File: config.mk
export PLATFORM = sky130hd
export DESIGN_NAME = flexproc_core
export DESIGN_NICKNAME = d
export VERILOG_FILES = /design/src/rtl/flexproc_pkg.sv /design/src/rtl/flexproc_regbank.sv /design/src/rtl/flexproc_seg_alu.sv /design/src/rtl/flexproc_popcnt.sv /design/src/rtl/flexproc_core.sv
export SDC_FILE = /design/constraint.sdc
export NUM_CORES = 1
export LEC_CHECK = 0
export CAP_MARGIN = 15
export CORE_MARGIN = 3
export CORE_UTILIZATION = 30
export DETAILED_ROUTE_END_ITERATION = 10
export GPL_ROUTABILITY_DRIVEN = 1
export SYNTH_ARGS = -nofsm -noshare
export SYNTH_HDL_FRONTEND = slang
export SYNTH_SLANG_ARGS = --single-unit
File: constraint.sdc
create_clock -name clk -period 17.8 [get_ports clk]
set_input_delay 4.45 -clock clk [delete_from_list [all_inputs] [get_ports clk]]
set_output_delay 4.45 -clock clk [all_outputs]
set_load 0.005 [all_outputs]
File: src/rtl/flexproc_pkg.sv
package flexproc_pkg;
  localparam int DEF_DW = 16;
  localparam int DEF_AW = 4;

  typedef enum logic [1:0] {
    CMD_LOAD = 2'b00,
    CMD_CFG  = 2'b01,
    CMD_AND  = 2'b10,
    CMD_ADD  = 2'b11
  } cmd_t;

  typedef enum logic [1:0] {
    ST_FETCH = 2'd0,
    ST_DEC   = 2'd1,
    ST_EXEC  = 2'd2,
    ST_WB    = 2'd3
  } state_t;
endpackage

File: src/rtl/flexproc_regbank.sv
module flexproc_regbank #(
  parameter int DW   = 16,
  parameter int AW   = 4,
  localparam int NREG = 1 << AW
) (
  input  logic          clk,
  input  logic          rst_n,
  input  logic [AW-1:0] rd_a_addr,
  input  logic [AW-1:0] rd_b_addr,
  output logic [DW-1:0] rd_a_data,
  output logic [DW-1:0] rd_b_data,
  input  logic          wr_en,
  input  logic [AW-1:0] wr_addr,
  input  logic [DW-1:0] wr_data
);
  logic [DW-1:0] regs [NREG];

  for (genvar g = 0; g < NREG; g++) begin : g_reg
    always_ff @(posedge clk or negedge rst_n) begin
      if (!rst_n)
        regs[g] <= '0;
      else if (wr_en && wr_addr == AW'(g))
        regs[g] <= wr_data;
    end
  end

  assign rd_a_data = regs[rd_a_addr];
  assign rd_b_data = regs[rd_b_addr];
endmodule

File: src/rtl/flexproc_seg_alu.sv
module flexproc_seg_alu #(
  parameter int DW = 16
) (
  input  logic [DW-1:0] op_a,
  input  logic [DW-1:0] op_b,
  input  logic [DW-1:1] join_mask,
  input  logic          do_add,
  output logic [DW-1:0] result
);
  logic [DW-1:0] cin;
  logic [DW-1:0] cout;
  logic [DW-1:0] sum;

  function automatic logic carry_of(input logic a, input logic b, input logic c);
    return (a & b) | (c & (a ^ b));
  endfunction

  for (genvar i = 0; i < DW; i++) begin : g_bit
    if (i == 0) begin : g_first
      assign cin[i] = 1'b0;
    end else begin : g_rest
      assign cin[i] = join_mask[i] & cout[i-1];
    end
    assign sum[i]  = op_a[i] ^ op_b[i] ^ cin[i];
    assign cout[i] = carry_of(op_a[i], op_b[i], cin[i]);
  end

  assign result = do_add ? sum : (op_a & op_b);
endmodule

File: src/rtl/flexproc_popcnt.sv
module flexproc_popcnt #(
  parameter int DW = 16,
  localparam int CW = $clog2(DW + 1)
) (
  input  logic [DW-1:0] bits,
  output logic [CW-1:0] count
);
  function automatic logic [CW-1:0] ones_in(input logic [DW-1:0] v);
    logic [CW-1:0] acc;
    acc = '0;
    for (int k = 0; k < DW; k++) acc = acc + CW'(v[k]);
    return acc;
  endfunction

  assign count = ones_in(bits);
endmodule

File: src/rtl/flexproc_core.sv
module flexproc_core
  import flexproc_pkg::*;
#(
  parameter int DATA_W = DEF_DW,
  parameter int ADDR_W = DEF_AW,
  localparam int INSTR_W = 2 + DATA_W + 3 * ADDR_W + 2,
  localparam int CNT_W   = $clog2(DATA_W + 1)
) (
  input  logic               clk,
  input  logic               rst_n,
  input  logic               in_valid,
  output logic               in_ready,
  input  logic [INSTR_W-1:0] in_instr,
  output logic               mem_we,
  output logic [DATA_W-1:0]  mem_data,
  output logic [ADDR_W-1:0]  mem_tag
);
  localparam int DST_LO  = 1;
  localparam int OUT_BIT = ADDR_W + 1;
  localparam int SRCB_LO = ADDR_W + 2;
  localparam int SRCA_LO = 2 * ADDR_W + 2;
  localparam int IMM_LO  = 3 * ADDR_W + 2;

  state_t              st_q;
  logic [INSTR_W-1:0]  ir_q;
  logic [DATA_W-1:0]   opa_q, opb_q, res_q;
  logic [DATA_W-1:1]   cfg_q;

  cmd_t                ir_cmd;
  logic [DATA_W-1:0]   ir_imm;
  logic [ADDR_W-1:0]   ir_srca, ir_srcb, ir_dst;
  logic                ir_out, ir_pick;

  logic                accept;
  logic                rf_we;
  logic [DATA_W-1:0]   rd_a, rd_b;
  logic [DATA_W-1:0]   alu_y;
  logic [CNT_W-1:0]    pop_value;
  logic [DATA_W-1:0]   exec_value;
  logic                is_alu;

  assign ir_cmd  = cmd_t'(ir_q[INSTR_W-1 -: 2]);
  assign ir_imm  = ir_q[IMM_LO +: DATA_W];
  assign ir_srca = ir_q[SRCA_LO +: ADDR_W];
  assign ir_srcb = ir_q[SRCB_LO +: ADDR_W];
  assign ir_out  = ir_q[OUT_BIT];
  assign ir_dst  = ir_q[DST_LO +: ADDR_W];
  assign ir_pick = ir_q[0];

  assign in_ready = (st_q == ST_FETCH);
  assign accept   = in_valid && in_ready;
  assign is_alu   = (ir_cmd == CMD_AND) || (ir_cmd == CMD_ADD);

  always_ff @(posedge clk or negedge rst_n) begin
    if (!rst_n) begin
      st_q  <= ST_FETCH;
      ir_q  <= '0;
      opa_q <= '0;
      opb_q <= '0;
      res_q <= '0;
      cfg_q <= '0;
    end else begin
      unique case (st_q)
        ST_FETCH: if (accept) begin
          ir_q <= in_instr;
          st_q <= ST_DEC;
        end
        ST_DEC: begin
          opa_q <= rd_a;
          opb_q <= rd_b;
          if (ir_cmd != CMD_LOAD) cfg_q <= ir_imm[DATA_W-1:1];
          st_q  <= ST_EXEC;
        end
        ST_EXEC: begin
          res_q <= exec_value;
          st_q  <= ST_WB;
        end
        default: st_q <= ST_FETCH;
      endcase
    end
  end

  flexproc_regbank #(.DW(DATA_W), .AW(ADDR_W)) u_bank (
    .clk       (clk),
    .rst_n     (rst_n),
    .rd_a_addr (ir_srca),
    .rd_b_addr (ir_srcb),
    .rd_a_data (rd_a),
    .rd_b_data (rd_b),
    .wr_en     (rf_we),
    .wr_addr   (ir_dst),
    .wr_data   (res_q)
  );

  flexproc_seg_alu #(.DW(DATA_W)) u_alu (
    .op_a      (opa_q),
    .op_b      (opb_q),
    .join_mask (cfg_q),
    .do_add    (ir_cmd == CMD_ADD),
    .result    (alu_y)
  );

  flexproc_popcnt #(.DW(DATA_W)) u_pop (
    .bits  (opa_q),
    .count (pop_value)
  );

  always_comb begin
    unique case (ir_cmd)
      CMD_LOAD: exec_value = ir_imm;
      CMD_AND:  exec_value = alu_y;
      CMD_ADD:  exec_value = ir_pick ? DATA_W'(pop_value) : alu_y;
      default:  exec_value = '0;
    endcase
  end

  assign rf_we    = (st_q == ST_WB) && ((ir_cmd == CMD_LOAD) || (is_alu && !ir_out));
  assign mem_we   = (st_q == ST_WB) && is_alu && ir_out;
  assign mem_data = res_q;
  assign mem_tag  = ir_dst;
endmodule

# Word-level counts from Yosys, hierarchy flattened
# Cells that the tools add are included.
[totals]
input_bits = 35
out_inout_bits = 22
regBits = 353
[classes]
n_lt_le_gt_ge = 2
addsub = 15
n_mux = 11
reduce_logical = 30
n_bitwise = 92
n_eq_ne = 21
[ops]
columns = ["operator", "count"]
rows = [
  ["16-bit binary-select mux with 4-bit select", 2],
  ["16-bit two-way mux", 6],
  ["5-bit by 1-bit adder with 5-bit output", 14],
  ["16-bit one-hot mux with 3 select lines", 1],
  ["1-bit bitwise AND", 44],
  ["4-bit == test (second input constant)", 8],
  ["1-bit bitwise XOR", 31],
  ["1-bit logical AND", 21],
  ["16-bit bitwise AND", 1],
  ["4-bit by 3-bit == test with 1-bit output (second input constant)", 4],
  ["1-bit bitwise OR", 14],
  ["5-bit greater-or-equal comparator (second input constant)", 2],
  ["4-bit NOT with 5-bit output", 2],
  ["2-bit == test (second input constant)", 4],
  ["4-bit by 2-bit == test with 1-bit output (second input constant)", 2],
  ["2-bit one-hot mux with 3 select lines", 1],
  ["4-bit by 1-bit == test with 1-bit output (second input constant)", 1],
  ["2-bit zero test", 2],
  ["4-bit zero test", 1],
  ["2-bit AND reduction", 2],
  ["1-bit by 1-bit adder with 2-bit output", 1],
  ["2-bit by 1-bit == test with 1-bit output (second input constant)", 1],
  ["1-bit logical OR", 2],
  ["2-bit two-way mux", 1],
  ["3 further kinds", 3],
]

# Logic depth before layout (Yosys ltp)
# Gate-level depths: netlist (run 1).
[logic_depth]
ltp_word = 48
depth_mapped = 34
mapped_depth_nobuf = 34

# By module
# Synthesis (run 1) repeated with hierarchy kept, for this count alone.
[unflattened]
hier_cells = 1291
hier_area_um2 = 18856.8
[by_module_without_submodules]
columns = ["module", "instances", "cells_each", "area_per_inst_um2"]
rows = [
  ["flexproc_regbank", 1, 848, 13304.0],
  ["flexproc_core", 1, 292, 4221.5],
  ["flexproc_seg_alu", 1, 104, 923.4],
  ["flexproc_popcnt", 1, 47, 407.9],
]

# Worst setup path after synthesis (run 1)
# Ideal clock, no wire load.
[synth_path]
path_kind = "register to register"
from = "register opa_q[0]"
to = "register res_q[15], in the netlist mem_data[15]"
n_path_buf = 0
synth_period_minus_slack_ns = 8.156
arrival_time_ns = 8.019
path_slack_ns = 9.644
stages_incl_launch_ff = 35
path_cell_list = "dfrtp_1 -> ha_1 -> and2_1 -> fa_1 -> and2_1 -> fa_1 -> and2_1 -> fa_1 -> and2_1 -> fa_1 -> and2_1 -> fa_1 -> and2_1 -> fa_1 -> and2_1 -> fa_1 -> and2_1 -> fa_1 -> and2_1 -> fa_1 -> and2_1 -> fa_1 -> and2_1 -> fa_1 -> and2_1 -> fa_1 -> and2_1 -> fa_1 -> and2_1 -> fa_1 -> nand2_1 -> xnor2_1 -> a22o_1 -> a22oi_1 -> a21oi_1"
[synth_between]
elab_chain_len = 48
[synth_lines]
columns = ["item", "line", "source"]
rows = [
  ["start: declaration", "flexproc_core.sv:26", "logic [DATA_W-1:0] opa_q, opb_q, res_q;"],
  ["start signal: assignment", "flexproc_core.sv:69", "opa_q <= rd_a;"],
  ["1-bit bitwise AND *", "flexproc_seg_alu.sv:15", "return (a & b) | (c & (a ^ b));"],
  ["1-bit bitwise AND *", "flexproc_seg_alu.sv:22", "assign cin[i] = join_mask[i] & cout[i-1];"],
  ["1-bit bitwise AND *", "flexproc_seg_alu.sv:15", ""],
  ["1-bit bitwise OR *", "flexproc_seg_alu.sv:15", ""],
  ["1-bit bitwise AND *", "flexproc_seg_alu.sv:22", ""],
  ["1-bit bitwise AND *", "flexproc_seg_alu.sv:15", ""],
  ["1-bit bitwise OR *", "flexproc_seg_alu.sv:15", ""],
  ["1-bit bitwise AND *", "flexproc_seg_alu.sv:22", ""],
  ["[... 32 more ...]", "--", ""],
  ["1-bit bitwise AND *", "flexproc_seg_alu.sv:22", ""],
  ["1-bit bitwise AND *", "flexproc_seg_alu.sv:15", ""],
  ["1-bit bitwise OR *", "flexproc_seg_alu.sv:15", ""],
  ["1-bit bitwise AND *", "flexproc_seg_alu.sv:22", ""],
  ["1-bit bitwise XOR *", "flexproc_seg_alu.sv:24", "assign sum[i] = op_a[i] ^ op_b[i] ^ cin[i];"],
  ["16-bit two-way mux *", "flexproc_seg_alu.sv:28", "assign result = do_add ? sum : (op_a & op_b);"],
  ["16-bit two-way mux", "flexproc_core.sv:112", "CMD_ADD: exec_value = ir_pick ? DATA_W'(pop_value) : alu_y;"],
  ["16-bit one-hot mux with 3 select lines *", "flexproc_core.sv:109", "unique case (ir_cmd)"],
  ["end signal: assignment", "flexproc_core.sv:75", "res_q <= exec_value;"],
  ["end: declaration", "flexproc_core.sv:26", ""],
]
# Every way passes the cells marked *; elsewhere a longest branch is shown, timed or not.
# A chain may end at the register's enable or synchronous reset.

# Worst setup path in the final report (run 1)
# Same ends and word-level chain as after synthesis.

==> summary.md, run 1 <==
| Metric | Value |
|---|---|
| Status | complete, no violations |
| Post-synth top flop | dfrtp_1 |
| PortBufs | 56 |
| Clock latency on the worst-skew pair | 0.54 ns |
| Post-Route Skew | 0.0238 ns |
| Via count | 11129 |
| GRT Total Usage | 15.5% |
| Setup Total Neg Slack | 0 ns |
| Busiest grt layer | met2 |
| Area Growth Syn to Fin | 13.4% |
| DRT iter0 DRCs | ~860 |
| First-pass GRT wire length | 75.4 mm |
| Hold Crit Class | reg2reg |
| Final Hold Vio Count | 0 |
| Final hold slack | 0.499 ns |
| Gpl congestion | 0.769 |
| Unrepaired setup endpoints after global routing | false |
| Max clock buf depth | 3 |
| DRT Pass-1 Iters | 5 |
| Syn nets | 1325 |
| Setup violations, final | 0 |
| Final wirelength | 49.5 mm |
| Critical Path AT | 9.04 ns |
| Met3 GRT Util | under 10% |
| Fillcell total | 5865 |
| Nets@finish | 1343 |
| Clock-pin slew of the registers on the worst-case setup and hold paths | ~0.060 ns |
| Critical Path Sink Type | register |
| # rows | 90 |
| CTS tree | done |
| Die width | roughly 250 um |
| DR DRC count | 0 |
| Share of post-route cells with drive strength above 1 | 44.0% |
| Multi-input logic area | 9000 um2 |
| Pin count of the biggest net entering global routing | 184 |
| Post-CTS setup buffers | 0 |
| Met2 usage | 26.3% |
| Slowest cell on the critical path | dfrtp_1 |
| Cts hold-fix bufs | 0 |
| CTS Root Cell | clkbuf_16 |
| Placed Area | approximately 20000 um2 |
| YS warnings | 0 |
| Max-Cap Viols | 0 |
| Crit path max fanout | 3 |
| Initial Utilization | about 30% |
| Most frequent cells in the layout | 349 x dfrtp_1, 323 x mux2_2, 128 x mux4_2, 64 x o22ai_1, 55 x clkdlybuf4s50_1 |
| Share of flip-flops with an asynchronous set or reset | 100% |
| Clock sinks | about 350 |
| PwrDens | 204 nW/um2 |
| Post-Syn Area | approximately 18000 um2 |
| I/O pins | 57 |
| Layout Utilization | 34.5% |
| Fin area | 20900 um2 |
| Synthesized flop and latch total | 353 |
| Tmin final | 8.68 ns |
| Slew @ Worst Pin | around 1.2 ns |
| Initial antenna violation count | 1 |
| Peak supply drop | about 110 uV |
| Post-DP HPWL | 30.9 mm |
| Die Footprint | between 60000 and 70000 um2 |
| Syn Area/Cell | 14.9 um2 |
| Slowest cell delay on critical path | 0.41 ns |
| CP Class | reg2reg |
| Sequential area share after synthesis | between 40% and 50% |
| Top cells by area, synth | dfrtp_1 48%, mux2_2 20%, mux4_2 16%, fa_1 2.6%, o22ai_1 2.2% |
| Core Region | ~61000 um2 |
| Post-synthesis cell type count | 45 |
| Post-route ant nets | 0 |
| Buf/Inv on CP | 0 |
| Top cell type's share of synthesized area | 47.9% |
| Fmax achieved | roughly 120 MHz |
| EDFF count, synth | 0 |
| Cells after synthesis | 1241 |
| Leading cell type in the layout, fill and taps excluded | dfrtp_1 |
| Yosys top cell by area | dfrtp_1 |
| Routed wire length per instance | 23.9 um |
| Max_slew headroom | 19.1% |
| Delay-heaviest family, CP | adder cells |
| CP startpoint kind | register |
| Met1 usage | 20.1% |
| Die H | 254 um |
| CTS Buf Count | 38 |
| Max-slew violations | 0 |
| Vias/cell | 5.38 |
| Seq. cell area | 8840 um2 |
| # resized after CTS | 0 |
| Final period util | 48.8% |
| GRT overflow | 0 |
| CP required | 18.17 ns |
| CTS H-tree lvls | 2 |
| Leakage power | 9.06 nW |
| Vias in the first global route | 11719 |
| Pwr Total | 4.27 mW |
| # diodes | 0 |
-- path summary, 6_finish.rpt --
| path | to | cells past startpoint | startpoint | slack [ns] |
|---|---|---|---|---|
| min in group asynchronous | ir_q[12]$_DFFE_PN0P_ | 1 | rst_n | 3.94 |
| max in group asynchronous | u_bank.regs[84]$_DFFE_PN0P_ | 3 | rst_n | 11.40 |
| worst min-delay path | cfg_q[1]$_DFFE_PN0P_ | 1 | cfg_q[1]$_DFFE_PN0P_ | 0.50 |
| worst min register to register | cfg_q[1]$_DFFE_PN0P_ | 1 | cfg_q[1]$_DFFE_PN0P_ | 0.50 |
| worst max register to register | mem_data[15]$_DFFE_PN0P_ | 34 | opa_q[0]$_DFFE_PN0P_ | 9.12 |
| worst max-delay path | mem_data[15]$_DFFE_PN0P_ | 34 | opa_q[0]$_DFFE_PN0P_ | 9.12 |
-- cells by family (layout without fill, tap and decap cells) --
family	Yosys count	count (layout)	synth area share, %
compound gates	139	139	4.80
xor+xnor	2	2	0.0951
fa+ha+maj	49	49	4.30
buf+inv	132	179	3.29
flops	353	353	47.9
mux	467	467	36.5
simple gates	99	99	3.03
-- metrics by stage --
step | setup slack [ns] | std cells
6_report | 9.12 | 2070
2_1_floorplan | 9.64 | 1241
3_5_place_dp | 9.05 | 2001
3_3_place_gp | 9.17 | 2001
4_1_cts | 9.07 | 2070
5_1_grt | 8.70 | 2070
-- report_power, final --
| part | internal [mW] | leakage (nW) | total [mW] | switching [mW] |
|---|---|---|---|---|
| logic | 1.06 | 3.89 | 1.94 | 0.882 |
| clock network | 0.439 | 0.578 | 0.763 | 0.324 |
| registers | 1.13 | 4.58 | 1.57 | 0.443 |
-- flip-flops by register name, summed over array words and instances, names as in the netlist --
register	count
u_bank.regs	256
ir_q	32
mem_data	16
opa_q	16
opb_q	16
cfg_q	15
st_q	2
-- layer usage --
layer / vias to the layer above / part of all wire [%]
met3: 82 / 5.2
met2: 296 / 50
met5: - / 0.19
met1: 6022 / 42
li1: 4725 / -
met4: 4 / 2.7
-- worst reg2reg max path: cells and delay by family (launching register included) --
family	cells	cell delay, ns
fa+ha+maj	15	5.18
simple gates	15	2.38
compound gates	3	0.44
flops	1	0.41
xor+xnor	1	0.06
-- layout make-up --
cell class | instances | share of cell area (%)
multi-input combinational | 756 | 43.1
sequential | 353 | 42.3
clock buffer | 64 | 5.50
tap | 782 | 4.68
timing repair buffer | 84 | 3.77
inverter | 26 | 0.467
clock inverter | 5 | 0.138
-- synth_stat cells (10+ instances only) --
| library cell | n |
|---|---|
| a21oi_1 | 38 |
| a221oi_1 | 13 |
| and2_1 | 14 |
| buf_1 | 10 |
| buf_2 | 25 |
| buf_4 | 19 |
| clkbuf_1 | 51 |
| dfrtp_1 | 353 |
| fa_1 | 24 |
| ha_1 | 25 |
| inv_1 | 26 |
| mux2_2 | 323 |
| mux2_4 | 10 |
| mux4_2 | 128 |
| nand2_1 | 18 |
| nor2_1 | 31 |
| o22ai_1 | 64 |
Note: power is estimated with default switching activity, not from simulation.
==> run 2, diff against run 1 <==
Clock period 17.8 ns to 8.3 ns, I/O delays scaled along.
==> run 2 against run 1 <==
Die area is the same. Flip-flop and latch count is the same. Routed wire length shrank 0.55%. Non-clock buffer count grew 8. Critical path depth is the same. Critical path type unchanged. Clock power grew 130%. Global-route usage shrank 0.12 points. Sequential share of layout area shrank 0.51 points. Largest cell class unchanged. Clock-buffer cell count shrank 4. Design area grew 1.2%. First-iteration DRC count shrank 25%. Setup slack lost 8.9 ns.
==> summary.md, run 2 (synthesis gave the netlist of run 1 again) <==
| Metric | Value |
|---|---|
| Status | complete, no violations |
| Routed wire length per instance | 23.7 um (-0.89%) |
| Vias/cell | 5.32 (-1.0%) |
| Post-route ant nets | 0 (unchanged) |
| CTS tree | done |
| Top cell by count, worst path | and2_4 |
| Cts hold-fix bufs | 0 (unchanged) |
| Seq. cell area | 8840 um2 (unchanged) |
| CTS H-tree lvls | 2 (unchanged) |
| Largest regs | u_bank.regs x256, ir_q x32 |
| R2r worst-path depth | 34 (unchanged) |
| Clock sinks | 353 (unchanged) |
| Leakage power | 9.16 nW (+1.2%) |
| Gpl congestion | 0.767 (-0.29%) |
| Worst hold path cell count | 1 (unchanged) |
| Clock-pin slew of the registers on the worst-case setup and hold paths | 0.06 ns (about the same) |
| Clock latency on the worst-skew pair | 0.54 ns (about the same) |
| Final period util | 97.0% (+48 points) |
| I/O pins | 57 (unchanged) |
| CP required | 8.67 ns (-9.50 ns) |
| Worst Hold End | cfg_q[6]$_DFFE_PN0P_ |
| Worst r2r src | opb_q[0]$_DFFE_PN0P_ |
| Worst slack, placed | -0.374 ns (-9.43 ns) |
| Final Hold Vio Count | 0 (unchanged) |
| Die Footprint | 64400 um2 (unchanged) |
| Largest Register | u_bank.regs |
| DR DRC count | 0 (unchanged) |
| Pin count of the biggest net entering global routing | 180 (-2.2%) |
| Vias in the first global route | 11587 (-1.1%) |
| Setup violations, final | 0 (unchanged) |
| First-pass GRT wire length | 74.8 mm (-0.79%) |
| Hold Crit Class | reg2reg |
| Hold path startpoint | cfg_q[6]$_DFFE_PN0P_ |
| Core Region | 60600 um2 (unchanged) |
| Max-slew violations | 0 (unchanged) |
| Slowest cell on the critical path | dfrtp_1 |
| CTS Buf Count | 39 (+2.6%) |
| Leading cell type in the layout, fill and taps excluded | dfrtp_1 |
| Reg2Reg Setup Slack | 0.25 ns (-8.87 ns) |
| CP Class | reg2reg |
| Fmax achieved | 124 MHz (+7.8%) |
| Die width | 254 um (unchanged) |
| DRT iter0 DRCs | 642 (-25%) |
| Peak supply drop | 321 uV (+200%) |
| Post-DP HPWL | 30.6 mm (-1.1%) |
| GRT Total Usage | 15.4% (-0.12 points) |
| Area Growth Syn to Fin | 14.7% |
| Critical Path AT | 8.42 ns (-0.62 ns) |
| CTS Root Cell | clkbuf_16 |
| Nets@finish | 1352 (+0.67%) |
| Slew @ Worst Pin | 1.11 ns (-0.0993 ns) |
| Max_slew headroom | 25.8% (+6.7 points) |
| Max clock buf depth | 3 (unchanged) |
| Final wirelength | 49.2 mm (-0.55%) |
| Die H | 254 um (unchanged) |
| Share of post-route cells with drive strength above 1 | 46.9% (+2.9 points) |
| Max-Cap Viols | 0 (unchanged) |
| Setup Total Neg Slack | 0 ns (unchanged) |
| Tmin final | 8.05 ns (-0.630 ns) |
| Fin worst setup slack | 0.251 ns (-8.87 ns) |
| Fillcell total | 5818 (-0.80%) |
| Initial Utilization | 30.4% (unchanged) |
| Reg2reg end | mem_data[15]$_DFFE_PN0P_ |
| Most frequent cells in the layout | 349 x dfrtp_1, 323 x mux2_2, 128 x mux4_2, 64 x o22ai_1, 55 x clkdlybuf4s50_1 |
| PortBufs | 56 (unchanged) |
| Slowest cell delay on critical path | 0.40 ns (about the same) |
| Multi-input logic area | 9070 um2 (+0.75%) |
| Post-Route Skew | 0.0155 ns (-0.00827 ns) |
| CP startpoint kind | register |
| PwrDens | 443 nW/um2 (+120%) |
| Critical Path Sink Type | register |
| GRT overflow | 0 (unchanged) |
| # rows | 90 (unchanged) |
| Largest register FFs | 256 (unchanged) |
| Initial antenna violation count | 1 (unchanged) |
| DRT Pass-1 Iters | 4 (-1) |
| Crit path max fanout | 2 (-1) |
| Unrepaired setup endpoints after global routing | false |
| Via count | 11053 (-0.68%) |
run 2: cell types whose count changed in the layout (fill, tap and decap cells not counted), moves of 2 or more:
cell       before  now
and2_1         14    0
and2_4          0   14
fa_1           24   12
fa_2            0   12
buf_4          27   35
clkbuf_1       17   10
bufinv_16       0    3
clkbuf_16      39   41
run 2: layout make-up:
type                       count  share of cell area (%)
multi-input combinational    756                    42.9
sequential                   353                    41.8
clock buffer                  60                    5.62
tap                          782                    4.63
timing repair buffer          92                    4.01
clock inverter                 7                   0.538
inverter                      26                   0.462
antenna                        1                  0.0118
run 2: critical path: cells and delay by family, from the launching register on:
kind	cells	cell delay (ns)
simple gates	15	2.24
xor+xnor	1	0.06
compound gates	3	0.44
flops	1	0.40
fa+ha+maj	15	4.75
run 2: through the flow:
step	hold WS [ns]	cell area (um2)	cells	total power, mW	util (%)
3_5_place_dp	0.495	19800	2007	7.60	32.6
3_3_place_gp	0.481	19800	2007	7.46	32.6
6_report	0.517	21100	2077	9.37	34.9
4_1_cts	0.515	21100	2075	9.46	34.9
5_1_grt	0.528	21100	2076	10.0	34.9
2_1_floorplan	0.470	18400	1241	6.18	-
run 2: power by group:
| group | total [mW] | switching [mW] | internal (mW) |
|---|---|---|---|
| registers | 3.30 | 0.882 | 2.42 |
| logic | 4.31 | 1.98 | 2.33 |
| clock network | 1.77 | 0.693 | 1.07 |
| total | 9.37 | 3.56 | 5.82 |
run 2: layer usage:
layer,track usage [%],part of all wire [%],up-vias
met5,0,0,-
met3,2.96,5.0,74
li1,-,-,4738
met1,20.4,43,5971
met2,25.8,49,270
met4,4.64,2.6,0
run 2: worst max path at each step:
stage                                    start                        to  slack, ns
final                     opb_q[0]$_DFFE_PN0P_  mem_data[15]$_DFFE_PN0P_       0.25
after floorplan           opa_q[0]$_DFFE_PN0P_  mem_data[15]$_DFFE_PN0P_       0.14
after global routing      opb_q[0]$_DFFE_PN0P_  mem_data[15]$_DFFE_PN0P_       0.03
after global placement    opa_q[0]$_DFFE_PN0P_  mem_data[15]$_DFFE_PN0P_      -0.35
after detailed placement  opa_q[0]$_DFFE_PN0P_  mem_data[15]$_DFFE_PN0P_      -0.37
after CTS                 opb_q[0]$_DFFE_PN0P_  mem_data[15]$_DFFE_PN0P_       0.04
run 2: timing repair:
action / 4_1_cts / 5_1_grt
setup endpoints to repair: 2 / 2
buffers inserted: 1 / 1
pin swaps: 7 / 5
resized for setup: 23 / 4
hold endpoints to repair: 0 / 0
